<file path="src/rtl/wdog_pkg.sv">
package wdog_pkg;
  localparam int unsigned DATA_W    = 32;
  localparam int unsigned TMO_W     = 16;
  localparam int unsigned WORD_CTRL = 0;   // byte offset 0x0
  localparam int unsigned WORD_CNT  = 1;   // byte offset 0x4
  localparam int unsigned B_RUN     = 0;
  localparam int unsigned B_FIRED   = 1;
  localparam int unsigned B_ACTION  = 2;
  localparam int unsigned B_DIS     = 3;
  localparam int unsigned B_RELOAD  = 7;
  localparam logic [TMO_W-1:0] TMO_RST = '1;
endpackage

</file>
<file path="src/rtl/wdog_prescale.sv">
module wdog_prescale #(
  parameter int unsigned DIV = 100_000_000
) (
  input  logic clk,
  input  logic rst_n,
  input  logic en,
  input  logic clr,
  output logic tick
);
  generate
    if (DIV <= 1) begin : g_pass
      assign tick = en & ~clr;
    end else begin : g_div
      localparam int unsigned PW = $clog2(DIV);
      localparam logic [PW-1:0] LAST = PW'(DIV - 1);
      logic [PW-1:0] ph_q, ph_d;
      logic          ph_en;

      always_comb begin
        ph_en = clr | en;
        if (clr)             ph_d = '0;
        else if (ph_q == LAST) ph_d = '0;
        else                 ph_d = ph_q + 1'b1;
      end

      always_ff @(posedge clk or negedge rst_n) begin
        if (!rst_n)      ph_q <= '0;
        else if (ph_en)  ph_q <= ph_d;
      end

      assign tick = en & ~clr & (ph_q == LAST);
    end
  endgenerate
endmodule

</file>
<file path="src/rtl/wdog_counter.sv">
module wdog_counter
  import wdog_pkg::*;
(
  input  logic             clk,
  input  logic             rst_n,
  input  logic             start,
  input  logic             run,
  input  logic             hw_disable,
  input  logic             action,
  input  logic             tick,
  input  logic [TMO_W-1:0] tmo,
  output logic             counting,
  output logic             expire,
  output logic             rst_req,
  output logic             shdn_req
);
  logic [TMO_W-1:0] cnt_q, cnt_d;
  logic             idle_q, idle_d;
  logic             cnt_en;
  logic             rst_d, shdn_d;

  assign counting = run & ~hw_disable & ~idle_q;
  assign expire   = counting & tick & ~start & (cnt_q <= TMO_W'(1));

  always_comb begin
    cnt_d  = cnt_q;
    idle_d = idle_q;
    cnt_en = 1'b0;
    if (start) begin
      cnt_d  = tmo;
      idle_d = 1'b0;
      cnt_en = 1'b1;
    end else if (expire) begin
      cnt_d  = '0;
      idle_d = 1'b1;
      cnt_en = 1'b1;
    end else if (counting & tick) begin
      cnt_d  = cnt_q - 1'b1;
      cnt_en = 1'b1;
    end
    rst_d  = expire & ~action;
    shdn_d = expire &  action;
  end

  always_ff @(posedge clk or negedge rst_n) begin
    if (!rst_n) begin
      cnt_q  <= TMO_RST;
      idle_q <= 1'b1;
    end else if (cnt_en) begin
      cnt_q  <= cnt_d;
      idle_q <= idle_d;
    end
  end

  always_ff @(posedge clk or negedge rst_n) begin
    if (!rst_n) begin
      rst_req  <= 1'b0;
      shdn_req <= 1'b0;
    end else begin
      rst_req  <= rst_d;
      shdn_req <= shdn_d;
    end
  end
endmodule

</file>
<file path="src/rtl/wdog_regs.sv">
module wdog_regs
  import wdog_pkg::*;
#(
  parameter int unsigned ADDR_W = 4
) (
  input  logic              clk,
  input  logic              rst_n,
  input  logic              bus_valid,
  input  logic              bus_we,
  input  logic [ADDR_W-1:0] bus_addr,
  input  logic [DATA_W-1:0] bus_wdata,
  output logic [DATA_W-1:0] bus_rdata,
  input  logic              hw_disable,
  input  logic              expire,
  output logic              run,
  output logic              action,
  output logic              fired,
  output logic [TMO_W-1:0]  tmo,
  output logic              start
);
  localparam int unsigned SEL_W = ADDR_W - 2;

  logic sel_ctrl, sel_cnt, wr_ctrl, wr_cnt, rd;
  logic run_d, action_d, fired_d, fired_en;
  logic [TMO_W-1:0] tmo_d;

  assign sel_ctrl = (bus_addr[ADDR_W-1:2] == SEL_W'(WORD_CTRL));
  assign sel_cnt  = (bus_addr[ADDR_W-1:2] == SEL_W'(WORD_CNT));
  assign wr_ctrl  = bus_valid & bus_we & sel_ctrl;
  assign wr_cnt   = bus_valid & bus_we & sel_cnt;
  assign rd       = bus_valid & ~bus_we;

  always_comb begin
    run_d    = bus_wdata[B_RUN];
    action_d = bus_wdata[B_ACTION];
    tmo_d    = bus_wdata[TMO_W-1:0];
    fired_d  = (fired & ~(wr_ctrl & bus_wdata[B_FIRED])) | expire;
    fired_en = wr_ctrl | expire;
    start    = wr_ctrl & (bus_wdata[B_RELOAD] | (bus_wdata[B_RUN] & ~run));
  end

  always_ff @(posedge clk or negedge rst_n) begin
    if (!rst_n) begin
      run    <= 1'b0;
      action <= 1'b0;
    end else if (wr_ctrl) begin
      run    <= run_d;
      action <= action_d;
    end
  end

  always_ff @(posedge clk or negedge rst_n) begin
    if (!rst_n)        fired <= 1'b0;
    else if (fired_en) fired <= fired_d;
  end

  always_ff @(posedge clk or negedge rst_n) begin
    if (!rst_n)      tmo <= TMO_RST;
    else if (wr_cnt) tmo <= tmo_d;
  end

  always_comb begin
    bus_rdata = '0;
    if (rd && sel_ctrl) begin
      bus_rdata[B_RUN]    = run;
      bus_rdata[B_FIRED]  = fired;
      bus_rdata[B_ACTION] = action;
      bus_rdata[B_DIS]    = hw_disable;
    end else if (rd && sel_cnt) begin
      bus_rdata[TMO_W-1:0] = tmo;
    end
  end
endmodule

</file>
<file path="src/rtl/wdog_timer.sv">
module wdog_timer
  import wdog_pkg::*;
#(
  parameter int unsigned ADDR_W   = 4,
  parameter int unsigned TICK_DIV = 100_000_000
) (
  input  logic              clk,
  input  logic              rst_n,
  input  logic              bus_valid,
  input  logic              bus_we,
  input  logic [ADDR_W-1:0] bus_addr,
  input  logic [31:0]       bus_wdata,
  output logic [31:0]       bus_rdata,
  input  logic              hw_disable,
  output logic              rst_req,
  output logic              shdn_req
);
  logic [1:0]       rsync_q;
  logic             rst_int_n;
  logic             ctl_run, ctl_action, ctl_fired, start;
  logic [TMO_W-1:0] tmo;
  logic             counting, tick, expire;

  always_ff @(posedge clk or negedge rst_n) begin
    if (!rst_n) rsync_q <= 2'b00;
    else        rsync_q <= {rsync_q[0], 1'b1};
  end
  assign rst_int_n = rsync_q[1];

  wdog_regs #(.ADDR_W(ADDR_W)) u_regs (
    .clk(clk), .rst_n(rst_int_n),
    .bus_valid(bus_valid), .bus_we(bus_we), .bus_addr(bus_addr),
    .bus_wdata(bus_wdata), .bus_rdata(bus_rdata),
    .hw_disable(hw_disable), .expire(expire),
    .run(ctl_run), .action(ctl_action), .fired(ctl_fired),
    .tmo(tmo), .start(start)
  );

  wdog_prescale #(.DIV(TICK_DIV)) u_pre (
    .clk(clk), .rst_n(rst_int_n), .en(counting), .clr(start), .tick(tick)
  );

  wdog_counter u_cnt (
    .clk(clk), .rst_n(rst_int_n), .start(start), .run(ctl_run),
    .hw_disable(hw_disable), .action(ctl_action), .tick(tick), .tmo(tmo),
    .counting(counting), .expire(expire), .rst_req(rst_req), .shdn_req(shdn_req)
  );
endmodule

</file>
<file path="config.mk">
export PLATFORM = sky130hd
export DESIGN_NAME = wdog_timer
export DESIGN_NICKNAME = d
export VERILOG_FILES = /design/src/rtl/wdog_pkg.sv /design/src/rtl/wdog_prescale.sv /design/src/rtl/wdog_counter.sv /design/src/rtl/wdog_regs.sv /design/src/rtl/wdog_timer.sv
export SDC_FILE = /design/constraint.sdc
export NUM_CORES = 1
export LEC_CHECK = 0
export CORE_MARGIN = 4
export CORE_UTILIZATION = 54
export CTS_BUF_LIST = sky130_fd_sc_hd__clkbuf_4 sky130_fd_sc_hd__clkbuf_8
export CTS_CLUSTER_DIAMETER = 40
export DETAILED_ROUTE_END_ITERATION = 10
export PLACE_DENSITY = 0.89
export SYNTH_ARGS = -nofsm -noshare
export SYNTH_HDL_FRONTEND = slang
export SYNTH_SLANG_ARGS = --single-unit
</file>
<file path="constraint.sdc">
create_clock -name clk -period 2.1 [get_ports clk]
set_input_delay 0.42 -clock clk [delete_from_list [all_inputs] [get_ports clk]]
set_output_delay 0.42 -clock clk [all_outputs]
set_load 0.02 [all_outputs]
</file>
==> results of run 1 <==
[worst max-delay path by stage]
stage	start	endpoint	depth (start not counted)
3_3_place_gp	bus_valid	bus_rdata[8]	6
5_1_grt	u_cnt.cnt_q[10]	u_cnt.cnt_q[15]	5
6_report	u_cnt.cnt_q[10]	u_cnt.cnt_q[15]	5
4_1_cts	u_cnt.cnt_q[10]	u_cnt.cnt_q[15]	5
3_5_place_dp	bus_valid	bus_rdata[7]	6
2_1_floorplan	hw_disable	u_cnt.cnt_q[15]	6
[layout make-up]
type                            instances  area, µm²  area share (%)
Clock buffer                            9      123.9           2.281
Clock inverter                          7      66.31           1.221
Inverter                               14      52.55          0.9677
Multi-Input combinational cell        320       2265           41.71
Sequential cell                        67       1723           31.73
Tap cell                               99      123.9           2.281
Timing Repair Buffer                  126       1076           19.82
[critical path: cells and delay by family, from the launching register on]
| kind | cells | cell delay [ps] |
|---|---|---|
| flops | 1 | 380 |
| compound gates | 1 | 200 |
| simple gates | 4 | 1530 |
[flip-flops by register name, summed over array words and instances, names as in the netlist, 2 cells and up]
signal / count
rsync_q: 2
u_cnt.cnt_q: 16
u_pre.g_div.ph_q: 27
u_regs.tmo: 16
[power breakdown]
group,switching [mW],internal (mW)
logic,0.373,0.381
registers,0.186,1.54
clock network,0.533,0.545
[cell usage in the layout, fill, tap and decap left out, types with 6 or more instances in the layout]
| cell type | instances |
|---|---|
| a21oi_1 | 7 |
| a31oi_1 | 32 |
| and2_1 | 10 |
| and2_4 | 8 |
| buf_4 | 82 |
| buf_6 | 15 |
| clkbuf_8 | 9 |
| clkdlybuf4s50_1 | 20 |
| conb_1 | 17 |
| dfrtp_1 | 30 |
| dfstp_2 | 33 |
| inv_1 | 12 |
| mux2_2 | 18 |
| mux2i_1 | 6 |
| nand2_1 | 29 |
| nand3_1 | 14 |
| nand3b_1 | 8 |
| nand4_1 | 20 |
| nor2_1 | 29 |
| nor3_1 | 6 |
| o21ai_0 | 11 |
[what timing repair did]
item	4_1_cts	5_1_grt
cloned	1	0
setup buffers	1	13
pin swaps	2	15
hold buffers	0	0
endpoints found under the setup margin	31	39
resized for setup	104	37
[routing by layer]
metal  part of all wire [%]  vias up
li1                       -     1779
met4                    3.2        0
met3                    8.0       49
met5                      0        -
met1                     40     1961
met2                     49      232
[logic make-up after synthesis]
| kind of cell | share of synthesized area (%) |
|---|---|
| simple gates | 27.39 |
| compound gates | 14.55 |
| flops | 42.68 |
| buf+inv | 6.807 |
| mux | 6.808 |
| fa+ha+maj | 0.9326 |
| xor+xnor | 0.6529 |
| other cells | 0.1866 |
[metrics by stage]
stage	worst slack, ps	std cells	area [µm²]
after floorplan	-7.425	440	4098
after global placement	-664.3	611	4937
after detailed placement	-745.9	611	4937
after CTS	-70.67	629	5184
after global routing	-126.3	642	5430
final	-74.06	642	5430
==> results.sh, run 1 <==
export IMPL_ys_async_sr_fraction_pct=100.0
export IMPL_critPathMaxFanout=4
export IMPL_utilization_pct=74.87
export IMPL_synth_avg_cell_area_um2=9.471
export IMPL_fp_dieH_um=94.34
export IMPL_insertion_delay_ps=350
export IMPL_wl_um=12210
export IMPL_grt_max_degree=38
export IMPL_timing_final_setup_violations=3
export IMPL_endpoint_kind="register"
export IMPL_clock_skew_ps=8.998
export IMPL_synthToLayoutAreaGrowth_pct=34.91
export IMPL_cpMostUsedCell="or4_4"
export IMPL_grt_overflow=0
export IMPL_clk_pin_slew_ps=80
export IMPL_yosysMostFrequentCell="dfrtp_1"
export IMPL_slew_viol_final=0
export IMPL_vias=4021
export IMPL_grt_pass1_vias=3760
export IMPL_numCtsBuffers=9
export IMPL_synth_seq_cells=67
export IMPL_fmax_mhz=460.0
export IMPL_track_usage_pct=27.11
export IMPL_cts_sinks=67
export IMPL_h_tree_depth=3
export IMPL_busiest_layer="met2"
export IMPL_grt_met2_usage_pct=43.20
export IMPL_synth_cells=425
export IMPL_place_gp_congestion=0.9434
export IMPL_routedWlPerCell_um=19.02
export IMPL_ir_drop_mv=0.5231
export IMPL_core_area_um2=7253
export IMPL_maxCapViolations=0
export IMPL_first_iter_violations=484
export IMPL_via_per_inst=6.263
export IMPL_required_ps=2370
export IMPL_cts_tree="done"
export IMPL_slew_headroom_pct=53.64
export IMPL_status="finished with violations"
export IMPL_period_share_pct=103.5
export IMPL_setup_tns_ps=-109.1
export IMPL_antenna_cells=0
export IMPL_initial_core_util_pct=55.49
export IMPL_dp_hpwl_um=8358
export IMPL_drtPass1Iterations=5
export IMPL_cp_slowest_cell="or4_4"
export IMPL_cp_start_kind="register"
export IMPL_layout_nets=582
export IMPL_r2r_start="u_cnt.cnt_q[10]"
export IMPL_synth_ff_type="dfrtp_1"
export IMPL_tightest_slew_ps=695.4
export IMPL_nFillCells=464
export IMPL_cp_data_arrival_time_ps=2450
export IMPL_clock_path_buffers=2
export IMPL_grt_pass1_wl_um=19050
export IMPL_portBuffers=40
export IMPL_row_count=31
export IMPL_min_period_ps=2174
export IMPL_worstSetupPathType="register to register"
export IMPL_antenna_found_initial=0
export IMPL_rsz0062_at_grt="yes"
export IMPL_finalHoldViolCount=0
export IMPL_grt_util_met3_pct=6.693
export IMPL_fin_hold_ws_ps=231.4
export IMPL_reg2reg_slack_ps=-70
export IMPL_synthTopCellsByCount="dfrtp_1 (34), a31oi_1 (33), dfstp_2 (33), nor2_1 (33), nand2_1 (30)"
export IMPL_yosysUniqueCellTypes=66
export IMPL_ant_nets=0
export IMPL_reg2reg_depth=5
export IMPL_synth_edf_count=0
export IMPL_synth_area_top_cells="dfstp_2 (22%), dfrtp_1 (21%), mux2_2 (5.3%)"
export IMPL_syn_area_um2=4025
export IMPL_violations="negative setup slack"
export IMPL_grt_use_met1_pct=36.30
export IMPL_hold_class="input pin to asynchronous set/reset pin"
export IMPL_die_w_um=94.34
export IMPL_r2r_end="u_cnt.cnt_q[15]"
export IMPL_powerDensity_nw_per_um2=655.1
export IMPL_cts_root_buf="clkbuf_8"
export IMPL_p_leak_nw=2.375
export IMPL_setup_slack_ps=-74.06
export IMPL_yosys_warnings=0
export IMPL_io_pins=75
export IMPL_synth_top_area_share_pct=21.54
export IMPL_cp_slowest_stage_delay_ps=560
export IMPL_worstPathCellList="or4_4 -> nor4_4 -> nand4_1 -> or4_4 -> o211ai_1"
export IMPL_drive_gt1_share_pct=41.44
export IMPL_yosys_area_top_type="dfstp_2"
export IMPL_die_area_um2=8899
export IMPL_finalPower_mw=3.557
export IMPL_drc=0
export IMPL_ys_seq_area_share_pct=42.68
No activity file was read; power rests on OpenSTA's default activity.
==> run 2: changes to the inputs <==
--- a/config.mk
+++ b/config.mk
@@ -10,6 +10,8 @@
 export CTS_BUF_LIST = sky130_fd_sc_hd__clkbuf_4 sky130_fd_sc_hd__clkbuf_8
 export CTS_CLUSTER_DIAMETER = 40
 export DETAILED_ROUTE_END_ITERATION = 10
+export GPL_ROUTABILITY_DRIVEN = 0
+export MAX_ROUTING_LAYER = met4
 export PLACE_DENSITY = 0.89
 export SYNTH_ARGS = -nofsm -noshare
 export SYNTH_HDL_FRONTEND = slang
==> run 2 against run 1 <==
  * The run still ends with negative setup slack left
  * Register-to-register slack lost 50 ps
  * Power grew 5.5%
  * Cell area shrank 1.7%
  * Clock power grew 17%
  * Maximum frequency fell by 2.3%
  * Via count up 4.3%
  * Routed wire length up 2.4%
  * Die area stayed put
  * Flip-flop and latch count unchanged
  * Combinational power increased by 3%
  * Count of clock-buffer cells in the layout grew 3
  * Critical path type unchanged
  * Largest power group unchanged
==> results.sh, run 2 (synthesized netlist as in run 1, its figures left out) <==
export IMPL_status="finished with violations"
export IMPL_violations="negative setup slack"
export IMPL_pwr_share_clk_pct=33.6
export IMPL_utilization_pct=73.62
export IMPL_dp_hpwl_um=8265
export IMPL_largest_reg_flops=27
export IMPL_via_per_inst=6.659
export IMPL_layout_cells_non_filler=630
export IMPL_fin_hold_ws_ps=222.7
export IMPL_min_period_ps=2225
export IMPL_antenna_found_initial=0
export IMPL_hold_buffers=0
export IMPL_final_area_um2=5340
export IMPL_finalHoldViolCount=0
export IMPL_path_depth=5
export IMPL_portBuffers=40
export IMPL_routedWlPerCell_um=19.84
export IMPL_final_common_cell="buf_4"
export IMPL_grt_pass1_wl_um=19440
export IMPL_row_count=31
export IMPL_pwr_share_seq_pct=45.9
export IMPL_insertion_delay_ps=360
export IMPL_drtPass1Iterations=6
export IMPL_powerDensity_nw_per_um2=702.5
export IMPL_ant_nets=0
export IMPL_cp_top_family="simple AND/OR/NAND/NOR gates"
export IMPL_worstSetupPathType="register to register"
export IMPL_die_w_um=94.34
export IMPL_die_area_um2=8899
export IMPL_period_share_pct=106.0
export IMPL_multi_input_area_um2=2210
export IMPL_cts_root_buf="clkbuf_8"
export IMPL_rsz0062_at_grt="yes"
export IMPL_reg2reg_depth=5
export IMPL_fp_dieH_um=94.34
export IMPL_clock_path_buffers=2
export IMPL_drive_gt1_share_pct=38.04
export IMPL_cpMostUsedCell="or4_4"
export IMPL_wl_um=12500
export IMPL_cts_sinks=67
export IMPL_p_leak_nw=2.305
export IMPL_setup_slack_ps=-125.0
export IMPL_slew_headroom_pct=54.94
export IMPL_tightest_slew_ps=669.7
export IMPL_p_sw_mw=1.087
export IMPL_numCtsBuffers=9
export IMPL_swShare_pct=28.96
export IMPL_core_area_um2=7253
export IMPL_placed_cell_area_um2=4920
export IMPL_grt_overflow=0
export IMPL_grt_max_degree=34
export IMPL_most_common_layout_cells="buf_4 (72), dfstp_2 (33), a31oi_1 (32), dfrtp_1 (32), nor2_1 (31)"
export IMPL_nFillCells=460
export IMPL_required_ps=2380
export IMPL_maxCapViolations=0
export IMPL_grt_pass1_vias=3942
export IMPL_seq_area_um2=1720
export IMPL_worstPathCellList="or4_4 -> nor4_4 -> nand4_1 -> or4_4 -> o211ai_1"
export IMPL_antenna_cells=0
export IMPL_layout_nets=570
export IMPL_p_int_mw=2.665
export IMPL_clk_pin_slew_ps=70
export IMPL_combPwrFrac_pct=20.6
export IMPL_clock_skew_ps=4.378
export IMPL_io_pins=75
export IMPL_slew_viol_final=0
export IMPL_cp_data_arrival_time_ps=2510
export IMPL_track_usage_pct=28.61
export IMPL_r2r_start="u_cnt.cnt_q[11]"
export IMPL_synthToLayoutAreaGrowth_pct=32.67
export IMPL_largest_register="u_pre.g_div.ph_q"
export IMPL_cp_slowest_stage_delay_ps=550
export IMPL_critical_path_startpoint="u_cnt.cnt_q[11]"
export IMPL_cp_start_kind="register"
export IMPL_drc=0
export IMPL_hold_class="input pin to asynchronous set/reset pin"
export IMPL_fmax_mhz=449.4
export IMPL_h_tree_depth=3
export IMPL_first_iter_violations=473
export IMPL_cts_tree="done"
export IMPL_cp_num_buf_inv=0
export IMPL_reg_top3="u_pre.g_div.ph_q: 27 flops, u_cnt.cnt_q: 16 flops, u_regs.tmo: 16 flops"
export IMPL_timing_final_setup_violations=6
export IMPL_initial_core_util_pct=55.49
export IMPL_cp_slowest_cell="or4_4"
export IMPL_ir_drop_mv=0.4856
export IMPL_endpoint_kind="register"
export IMPL_dpl_cell_count=607
export IMPL_critPathMaxFanout=4
export IMPL_vias=4195
[run 2: cell count changes in the layout (fill, tap and decap cells not counted), moves of 3 or more]
cell / previous run / this run
buf_6: 15 / 12
buf_4: 82 / 72
and2_4: 8 / 3
and2_1: 10 / 14
[run 2: stage by stage]
step,setup TNS [ps],total power [mW],setup slack (ps)
final,-285.0,3.752,-125.0
after global routing,-884.9,3.908,-162.6
after CTS,-110.5,3.673,-68.03
after detailed placement,-25060,2.382,-795.2
after global placement,-20880,2.331,-661.1
after floorplan,-7.425,2.105,-7.425
[run 2: metal layers]
layer	global-route usage (%)	part of all wire (%)
met1	36.47	38
met2	44.56	48
met5	-	0
met3	5.578	10
met4	12.39	3.8
[run 2: final cells by class]
class	count	area share, %
flip-flops and latches	67	32.22
inverters	14	1.031
clock buffers	12	2.976
repair buffers	114	18.72
clock inverters	4	1.359
well taps	99	2.320
multi-input cells	320	41.38
[run 2: power groups by stage]
| stage | sequential (mW) | clock (mW) | combinational (mW) |
|---|---|---|---|
| 2_1_floorplan | 1.68 | 0 | 0.422 |
| 3_3_place_gp | 1.71 | 0 | 0.619 |
| 3_5_place_dp | 1.73 | 0 | 0.656 |
| 4_1_cts | 1.70 | 1.27 | 0.706 |
| 5_1_grt | 1.74 | 1.33 | 0.840 |
| 6_report | 1.72 | 1.26 | 0.773 |
[run 2: worst paths after layout]
path,to,slack [ps]
max,u_cnt.cnt_q[15],-130
min,rsync_q[0],220
max reg2reg,u_cnt.cnt_q[15],-130
min reg2reg,u_pre.g_div.ph_q[22],270
max in group asynchronous,u_regs.tmo[4],1180
min in group clk,rsync_q[1],350
[run 2: worst register-to-register path: cells and delay by family (launching register included)]
kind,cells,cell delay (ps)
DFF,1,390
and+or+nand+nor,4,1570
AOI/OAI and AO/OA,1,200
[run 2: timing repair]
item,in CTS,in global routing
setup endpoints to repair,28,35
pin swaps,2,12
resized for setup,94,29
gates cloned,1,0
setup buffers,2,4
